===== config.mk =====
export PLATFORM = sky130hd
export DESIGN_NAME = gpio_fmux_port
export DESIGN_NICKNAME = d
export VERILOG_FILES = /design/src/rtl/gpio_fmux_port.sv
export SDC_FILE = /design/constraint.sdc
export NUM_CORES = 1
export LEC_CHECK = 0
export ABC_AREA = 1
export BUFFER_PORTS_ARGS = -buffer_cell sky130_fd_sc_hd__buf_2
export CELL_PAD_IN_SITES_DETAIL_PLACEMENT = 1
export CELL_PAD_IN_SITES_GLOBAL_PLACEMENT = 1
export CORE_MARGIN = 1.5
export CORE_UTILIZATION = 30
export DETAILED_ROUTE_END_ITERATION = 6
export PLACE_DENSITY_LB_ADDON = 0.3
export SLEW_MARGIN = 20
export SYNTH_ARGS = -nofsm -noshare
export SYNTH_HDL_FRONTEND = slang
export SYNTH_SLANG_ARGS = --single-unit

===== constraint.sdc =====
create_clock -name clk -period 1.35 [get_ports clk]
set_input_delay 0 -clock clk [delete_from_list [all_inputs] [get_ports clk]]
set_output_delay 0 -clock clk [all_outputs]
set_load 0.01 [all_outputs]

===== src/rtl/gpio_fmux_port.sv =====
module gpio_fmux_port #(
  parameter int NPINS = 16,
  parameter int NFUNC = 4,
  parameter int AW    = 4,
  localparam int SELW = $clog2(NFUNC),
  localparam int DW   = NPINS * SELW
) (
  input  logic                   clk,
  input  logic                   rst_n,
  input  logic                   bus_wr,
  input  logic [AW-1:0]          bus_addr,
  input  logic [DW-1:0]          bus_wdata,
  output logic [DW-1:0]          bus_rdata,
  input  logic [NFUNC*NPINS-1:0] per_out,
  input  logic [NFUNC*NPINS-1:0] per_oe,
  input  logic [NPINS-1:0]       pad_in,
  output logic [NPINS-1:0]       pad_out,
  output logic [NPINS-1:0]       pad_oe,
  output logic [NPINS-1:0]       irq_vec
);
  localparam logic [AW-1:0] A_FEN  = AW'(0);
  localparam logic [AW-1:0] A_MUX  = AW'(1);
  localparam logic [AW-1:0] A_DAT  = AW'(2);
  localparam logic [AW-1:0] A_DSET = AW'(3);
  localparam logic [AW-1:0] A_DCLR = AW'(4);
  localparam logic [AW-1:0] A_OSET = AW'(5);
  localparam logic [AW-1:0] A_OCLR = AW'(6);
  localparam logic [AW-1:0] A_IEN  = AW'(7);

  logic [NPINS-1:0] dout, dir, inen, fer, sy1, sy2;
  logic [DW-1:0]    mux;
  logic [NPINS-1:0] wn, rd_pins;

  assign wn = bus_wdata[NPINS-1:0];

  always_ff @(posedge clk or negedge rst_n) begin
    if (!rst_n) begin
      dout <= '0;
      dir  <= '0;
      inen <= '0;
      fer  <= '0;
      mux  <= '0;
    end else if (bus_wr) begin
      case (bus_addr)
        A_FEN:  fer  <= wn;
        A_MUX:  mux  <= bus_wdata;
        A_DAT:  dout <= wn;
        A_DSET: dout <= dout | wn;
        A_DCLR: dout <= dout & ~wn;
        A_OSET: begin dir <= dir | wn;  inen <= inen & ~wn; end
        A_OCLR: begin dir <= dir & ~wn; inen <= inen | wn;  end
        A_IEN:  inen <= wn;
        default: ;
      endcase
    end
  end

  always_ff @(posedge clk or negedge rst_n) begin
    if (!rst_n) begin
      sy1 <= '0;
      sy2 <= '0;
    end else begin
      sy1 <= pad_in;
      sy2 <= sy1;
    end
  end

  assign rd_pins = (dout & dir) | (sy2 & inen & ~dir);
  assign irq_vec = sy2 & inen;

  always_comb begin
    case (bus_addr)
      A_FEN:          bus_rdata = DW'(fer);
      A_MUX:          bus_rdata = mux;
      A_DAT:          bus_rdata = DW'(rd_pins);
      A_DSET, A_DCLR: bus_rdata = DW'(dout);
      A_OSET, A_OCLR: bus_rdata = DW'(dir);
      A_IEN:          bus_rdata = DW'(inen);
      default:        bus_rdata = '0;
    endcase
  end

  for (genvar i = 0; i < NPINS; i++) begin : g_pin
    logic [SELW-1:0] sel;
    assign sel        = mux[i*SELW +: SELW];
    assign pad_out[i] = fer[i] ? per_out[int'(sel)*NPINS + i] : dout[i];
    assign pad_oe[i]  = fer[i] ? per_oe[int'(sel)*NPINS + i]  : dir[i];
  end
endmodule


; ---- Word-level counts from Yosys, hierarchy flattened
; Index checks and enable logic that the tools add are counted.
[totals]
reg_bits = 128
input_bits = 183
[op_classes]
add_sub_neg = 15
magnitude_cmp = 16
eq_ne = 7
mux = 130
bitwise_logic = 12
n_reduce_logical = 11
[op_table]
columns = op, n
row1 = case mux 32 bit (6 select lines), 1
row2 = binary-select mux 1 bit (select 6 bit), 30
row3 = < comparator 7 bit (second input constant), 15
row4 = AND 16 bit, 6
row5 = case mux 16 bit (3 select lines), 2
row6 = 2-to-1 mux 1 bit, 94
row7 = OR 16 bit, 4
row8 = adder 6 x 4 -> 7 bit (second input constant), 8
row9 = NOT 16 bit, 2
row10 = case mux 16 bit (2 select lines), 1
row11 = adder 6 x 3 -> 7 bit (second input constant), 4
row12 = == test 4 x 3 -> 1 bit (second input constant), 4
row13 = adder 6 x 2 -> 7 bit (second input constant), 2
row14 = AND reduction 2 bit, 5
row15 = == test 4 x 2 -> 1 bit (second input constant), 2
row16 = adder 6 x 1 -> 7 bit (second input constant), 1
row17 = < comparator 6 x 7 -> 1 bit (second input constant), 1
row18 = nonzero test 3 bit, 2
row19 = binary-select mux 1 bit (select 2 bit), 2
row20 = == test 4 x 1 -> 1 bit (second input constant), 1
row21 = logical NOT 4 bit, 1
row22 = OR reduction 2 bit, 2
row23 = nonzero test 2 bit, 1

; ---- Longest topological paths before layout
; Gate-level depths: netlist (run 1).
[logic_depth]
ltp_word = 5
depth_mapped = 10

; ---- Worst setup path before layout (run 1)
; Ideal clock, no wire load.
[synth_path]
kind = input port to flip-flop
from = in bus_addr[1]
to = reg dout[11]
setup_ns = 0.116
arrival_ns = 0.953
slack_ns = 0.281
path_stages = 8
cell_sequence = buf_6 nor2_1 nand2_2 nand3_2 nand2_4 buf_2 nand2_1 nand2_1
[synth_via]
elab_chain_cells = 3
word_cells_on_any_way = 6
[synth_rtl]
columns = item, line_no
row1 = start: declaration, 11  ; input logic [AW-1:0] bus_addr,
row2 = == test 4 x 2 -> 1 bit or == test 4 x 3 -> 1 bit (tied branches), 44  ; case (bus_addr)
row3 = nonzero test 3 bit (no source line), -
row4 = AND reduction 2 bit (no source line), -
row5 = end signal: assignment, 47  ; A_DAT: dout <= wn;
row6 = end signal: assignment, 48  ; A_DSET: dout <= dout | wn;
row7 = end signal: assignment, 49  ; A_DCLR: dout <= dout & ~wn;
row8 = end: declaration, 30  ; logic [NPINS-1:0] dout, dir, inen, fer, sy1, sy2;
; Parallel ways exist; a longest one is shown, timed or not.
; A chain may end at the register's enable or synchronous reset.

; ---- Worst setup path after layout (run 1)
[layout_path]
from = reg mux[17]
to = out pad_out[8]
[layout_via]
elab_chain_cells = 5
[layout_rtl]
columns = item, line_no
row1 = start: declaration, 31  ; logic [DW-1:0] mux;
row2 = start signal: assignment, 46  ; A_MUX: mux <= bus_wdata;
row3 = adder 6 x 4 -> 7 bit, 86  ; assign pad_out[i] = fer[i] ? per_out[int'(sel)*NPINS + i] : dout[i];
row4 = binary-select mux 1 bit (select 6 bit), 86
row5 = 2-to-1 mux 1 bit (implied by the code) (2 in a row), 86
row6 = 2-to-1 mux 1 bit, 86
row7 = end: declaration, 17  ; output logic [NPINS-1:0] pad_out,
; No other way between the ends. The select of a mux whose other input is x is not followed.

==> metrics, run 1 <==
area of the mapped netlist=about 8000 sq um; total of endpoints with negative setup slack in the final report=48; synthesis warning total=0; Overall Global Routing Usage=25.2%; die outline area=26900 sq um; worst rel slew slack=about 70%; placed wire-length estimate after detailed placement=about 25 mm; arrival time of data at the critical path endpoint=1520 ps; DR vias/cell=between 4 and 5; top cells by area, synth=sky130_fd_sc_hd__dfrtp_1 (41%), sky130_fd_sc_hd__nand2_1 (19%), sky130_fd_sc_hd__o21ai_0 (10%), sky130_fd_sc_hd__nor2_1 (9.4%), sky130_fd_sc_hd__nand3_1 (6.5%); nets@finish=1750; insertion delay to the later sink of the worst-skew pair=420 ps; Max Cap Violations=0; Post-Route Skew=~2.9 ps; worst ir drop on vdd=approximately 830 uV; register area share after synthesis=41.2%; placed insts=1780; average size of a mapped cell=around 6.5 sq um; failing checks=setup timing; kind of capture point of the worst setup path=output pin; Data required, critical path=1350 ps; Routed Wire Length=roughly 34 mm; worst-case setup margin in the final layout=-174 ps; type of element launching the critical path=flop; Finished Core Util=between 40% and 50%; Unique masters post-synth=22; TritonCTS clock tree=yes; most common cell after layout, fill and taps aside=sky130_fd_sc_hd__nand2_1; area share of the largest cell type after synthesis=slightly above 40%; commonest non-fill, non-tap cells in the layout=sky130_fd_sc_hd__nand2_1 (351), sky130_fd_sc_hd__buf_2 (251), sky130_fd_sc_hd__nor2_1 (141), sky130_fd_sc_hd__inv_1 (93), sky130_fd_sc_hd__dfrtp_1 (89); actual slew at the worst max-slew pin=448 ps; Hold Fails Final Rpt=0; areal power density over the cells=~1300 nW/um^2; remaining routing DRC violations=0; worst hold-check path type=primary input to async pin; first-pass GRT wire length=between 50 and 60 mm; Max Transition Viols Final=0; final worst path period need=around 1500 ps; maximum clock path buffer count=2; share of cells above drive strength 1=38.7%; CTS Buf Count=17; antenna violations before repair=0; DRT antenna net count=0; number of global-route vias before repair=around 9.5k; clock-pin slew of the registers on the worst-case setup and hold paths=approximately 60 ps; number of nets produced by synthesis=between 1k and 1.5k; # diodes=0; I/O pins=around 260; run status=complete, but fails checks; aggregate global routing overflow=0; detailed-routing iteration count for the pre-antenna-repair pass=5; overall die height=164 microns; Filler Cell Count=between 3k and 4k; Post-Layout Cell Count=1910; port buffer count=262; maximum number of pins on one net before global-route repair=between 40 and 50; category of the most critical setup path=flop to output pin; RSZ-0062 raised after global routing=yes; routability cong.=0.852; num rows=between 50 and 60; static leakage power=just over 0.006 uW; Horiz. Die Dim=164 microns; violation count after the first detailed-route iteration=~640; number of levels the H-tree was split into=4; CTS root buf=sky130_fd_sc_hd__clkbuf_16; number of instances in the synthesized netlist=approximately 1.2k; largest driver fanout on the critical path=4; area delta synth->final=51.6%; Num Clock Sinks=around 130; Wirelength per Cell=about 18 microns; core area=roughly 25000 sq um; Seq cells post-synth=~130; effective utilization at floorplan=between 30% and 40%; register-to-register setup slack=~180 ps; total vias in the final route=9371; f_max=656 MHz; dominant cell type by area after synthesis=sky130_fd_sc_hd__dfrtp_1; Tcrit/Tclk final=113%
==> worst max-delay path, stage by stage, from the launching register on <==
cell and delay [ps]:
sky130_fd_sc_hd__dfrtp_1 410, sky130_fd_sc_hd__buf_4 140, sky130_fd_sc_hd__nor2_1 80, sky130_fd_sc_hd__o21ai_1 60, sky130_fd_sc_hd__nand2_1 110, sky130_fd_sc_hd__nand2_1 50
sky130_fd_sc_hd__o21ai_0 60, sky130_fd_sc_hd__buf_2 170
==> cell type report <==
cell class	count	area, sq um	area share, %
multi-input combinational	889	4330	36.7
sequential	128	3250	27.6
timing repair buffer	394	2640	22.4
inverter	137	520	4.42
clock buffer	17	425	3.61
tap	330	413	3.50
clock inverter	15	208	1.76
==> kinds of logic (layout without fill, tap and decap cells) <==
group / count (synthesis) / count (layout) / synth area share (%)
AO/OA/AOI/OAI: 192 / 192 / 13.1
buffers and inverters: 172 / 563 / 9.19
flip-flops: 128 / 128 / 41.2
AND/OR/NAND/NOR: 697 / 697 / 36.5
==> metrics by stage <==
| stage | worst slack [ps] | setup TNS [ps] | power (uW) | hold slack (ps) | area [sq um] |
|---|---|---|---|---|---|
| CTS | -160 | -5160 | 15300 | 77.0 | 11300 |
| finish | -174 | -4600 | 15700 | 73.8 | 11800 |
| global placement | 111 | 0 | 9250 | -40.1 | 9660 |
| floorplan | 281 | 0 | 7370 | -296 | 7770 |
| detailed placement | 77.1 | 0 | 9410 | -37.3 | 9660 |
| global route | -258 | -8680 | 16600 | 119 | 11800 |
==> cells in the mapped netlist <==
library cell               number
sky130_fd_sc_hd__buf_1          1
sky130_fd_sc_hd__o21ai_0      156
sky130_fd_sc_hd__dfrtp_1      128
sky130_fd_sc_hd__inv_2          4
sky130_fd_sc_hd__buf_4          5
sky130_fd_sc_hd__o211ai_1      16
sky130_fd_sc_hd__clkbuf_1      11
sky130_fd_sc_hd__a21oi_1       16
sky130_fd_sc_hd__nor2_1       194
sky130_fd_sc_hd__nand2_2        6
sky130_fd_sc_hd__buf_2         14
sky130_fd_sc_hd__nor2_2         4
sky130_fd_sc_hd__nor3_4         1
sky130_fd_sc_hd__nand2_1      383
sky130_fd_sc_hd__nor2_4         3
sky130_fd_sc_hd__nand3_2        3
sky130_fd_sc_hd__buf_6          4
sky130_fd_sc_hd__inv_4          1
sky130_fd_sc_hd__inv_1        132
sky130_fd_sc_hd__nand2_4        2
sky130_fd_sc_hd__o21ai_2        4
sky130_fd_sc_hd__nand3_1      101
==> power breakdown <==
part           switching, uW  total, uW  leakage, uW  internal (uW)
clock                   1930       5050     0.000309           3120
combinational           2840       4980      0.00433           2140
sequential              1100       5680      0.00153           4570
==> timing repair <==
action / CTS / global route
gates resized for setup: 230 / 118
setup endpoints to repair: 48 / 54
setup buffers: 31 / 18
gates cloned: 0 / 0
pin swaps: 143 / 77
endpoints found under the hold margin: 212 / 0
hold buffers: 49 / 0
==> layer usage <==
layer	vias to the layer above	GRT usage, %	wire (microns)
met1	4581	33.4	15600
met5	-	0	0
met2	248	42.5	16300
met3	31	3.79	1780
met4	0	7.11	573
li1	4511	-	-
==> worst paths after layout <==
path / cells past startpoint / from / endpoint
max: 7 / mux[17] / pad_out[8]
min reg2reg: 0 / sy1[10] / sy2[10]
min in group clk: 5 / bus_wr / dout[14]
min: 2 / rst_n / sy1[13]
max in group asynchronous: 3 / rst_n / mux[28]
max reg2reg: 7 / dout[7] / dout[7]
(Power assumes the default switching activity.)
==> run 2: changes to the inputs <==
--- a/config.mk
+++ b/config.mk
@@ -13,6 +13,7 @@
 export CORE_UTILIZATION = 30
 export DETAILED_ROUTE_END_ITERATION = 6
 export PLACE_DENSITY_LB_ADDON = 0.3
+export SETUP_SLACK_MARGIN = 0.05
 export SLEW_MARGIN = 20
 export SYNTH_ARGS = -nofsm -noshare
 export SYNTH_HDL_FRONTEND = slang
==> run 2 against run 1 <==
Compared with the run above: the run still ends with setup timing left; fmax fell by 0.13%; die area did not move; routed wire length fell by 0.22%; register-to-register slack barely moved; count of clock-buffer cells in the layout did not move; sequential power barely moved; non-clock buffer count did not move; largest power group unchanged; highest routed layer unchanged.
==> metrics, run 2 (same netlist as run 1, synthesis figures left out) <==
commonest non-fill, non-tap cells in the layout=sky130_fd_sc_hd__nand2_1 (351), sky130_fd_sc_hd__buf_2 (251), sky130_fd_sc_hd__nor2_1 (140), sky130_fd_sc_hd__inv_1 (92); summed negative setup slack over all endpoints=-4610 ps; Horiz. Die Dim=roughly 160 microns; overall die height=164 microns; num rows=between 50 and 60; run status=complete, but fails checks; routability cong.=about 0.85; number of global-route vias before repair=9537; actual slew at the worst max-slew pin=around 450 ps; number of levels the H-tree was split into=4; remaining routing DRC violations=0; sequential fraction of design power=36.2%; RSZ-0062 raised after global routing=yes; Overall Global Routing Usage=roughly a quarter; share of cells above drive strength 1=38.9%; kind of capture point of the worst setup path=output pin; f_max=between 600 and 700 MHz; Filler Cell Count=3266; Max Transition Viols Final=0; total of endpoints with negative setup slack in the final report=48; Data required, critical path=between 1000 and 1500 ps; Tcrit/Tclk final=113%; worst ir drop on vdd=between 800 and 900 uV; effective utilization at floorplan=between 30 and 40%; placed wire-length estimate after detailed placement=25.4 mm; area of all placed cells without fillers=approximately 12000 sq um; static leakage power=0.00617 uW; type of element launching the critical path=flop; first-pass GRT wire length=52.0 mm; clock-pin slew of the registers on the worst-case setup and hold paths=~60 ps; CTS Buf Count=17; worst rel slew slack=around 70%; areal power density over the cells=around 1300 nW/um^2; register-to-register setup slack=around 180 ps; Tot Pwr=15700 uW; reg2reg start=dout[7]; portion of total power attributed to the clock network=between 30% and 40%; # diodes=0; CTS root buf=sky130_fd_sc_hd__clkbuf_16; Power Internal=just under 10000 uW; Register Area=3250 sq um; worst-case reg-to-reg path depth=7; worst-case setup margin in the final layout=-176 ps; final hold slack=about 74 ps; combinational power share=a little under a third; CP Launch Point=mux[17]; worst hold-check path type=primary input to async pin; most common cell after layout, fill and taps aside=sky130_fd_sc_hd__nand2_1; Routed Wire Length=about 34 mm; DR vias/cell=between 4 and 5; Num Clock Sinks=between 100 and 150; maximum number of pins on one net before global-route repair=44; Reg2Reg Capture Point=dout[7]; detailed-routing iteration count for the pre-antenna-repair pass=5; area delta synth->final=51.7%; worst setup timing slack at the placement stage=approximately 77 ps; switching share of power=37.4%; insertion delay to the later sink of the worst-skew pair=about 420 ps; Max Cap Violations=0; TritonCTS clock tree=yes; DRT antenna net count=0; post-placement cell area=about 9700 sq um; Wirelength per Cell=~18 microns; core area=~25000 sq um; failing checks=setup timing; I/O pins=263; violation count after the first detailed-route iteration=666; antenna violations before repair=0; largest driver fanout on the critical path=4; maximum clock path buffer count=2; Hold Fails Final Rpt=0; total area of multi-input combinational cells=roughly 4300 sq um; Post-Route Skew=between 2 and 3 ps; aggregate global routing overflow=0; die outline area=between 20000 and 30000 sq um; arrival time of data at the critical path endpoint=approximately 1500 ps; category of the most critical setup path=flop to output pin; final worst path period need=1530 ps; Psw=~5900 uW; total vias in the final route=between 9k and 10k; port buffer count=about 260; nets@finish=1750
-- run 2: worst max-delay path, stage by stage (launching register included) --
cell	delay, ps
sky130_fd_sc_hd__dfrtp_1	410
sky130_fd_sc_hd__buf_4	140
sky130_fd_sc_hd__nor2_1	80
sky130_fd_sc_hd__o21ai_1	60
sky130_fd_sc_hd__nand2_1	110
sky130_fd_sc_hd__nand2_1	50
sky130_fd_sc_hd__o21ai_0	60
sky130_fd_sc_hd__buf_2	170
-- run 2: area by class of cell --
| class | count | area share [%] |
|---|---|---|
| multi-input cells | 889 | 36.7 |
| flip-flops and latches | 128 | 27.6 |
| repair buffers | 394 | 22.4 |
| inverters | 137 | 4.42 |
| clock buffers | 17 | 3.61 |
| well taps | 330 | 3.50 |
| clock inverters | 15 | 1.76 |
-- run 2: repair_timing --
item	4_1_cts	5_1_grt
setup buffers	31	18
gates resized for setup	230	122
setup endpoints to repair	50	61
hold buffers	49	0
pin swaps	143	77
endpoints found under the hold margin	212	0
-- run 2: metal layers --
metal / vias up / wire, microns / track usage [%] / share of wire [%]
met5: - / 0 / 0 / 0
met4: 0 / 606 / 7.11 / 1.8
met3: 34 / 1700 / 3.79 / 5.0
met1: 4573 / 15600 / 33.4 / 46
met2: 238 / 16300 / 42.5 / 48
li1: 4514 / - / - / -
-- run 2: worst max-delay path by stage --
stage / depth (start not counted) / slack (ps) / end
6_report: 7 / -180 / pad_out[8]
3_3_place_gp: 8 / 110 / bus_rdata[22]
4_1_cts: 7 / -160 / pad_oe[8]
5_1_grt: 7 / -260 / pad_oe[8]
2_1_floorplan: 8 / 280 / dout[11]
3_5_place_dp: 8 / 80 / bus_rdata[20]
-- run 2: stage by stage --
step                      std cells  utilization, %
after global placement         1780            38.1
after floorplan                1189               -
final                          1910            46.5
after CTS                      1892            44.8
after global routing           1910            46.5
after detailed placement       1780            38.1
-- run 2: power by group through the flow --
stage	Combinational [uW]	Sequential (uW)	Clock (uW)
floorplan	2210	5170	0
global placement	3730	5520	0
detailed placement	3860	5550	0
CTS	4620	5550	5130
global route	5530	5790	5300
finish	4980	5680	5040
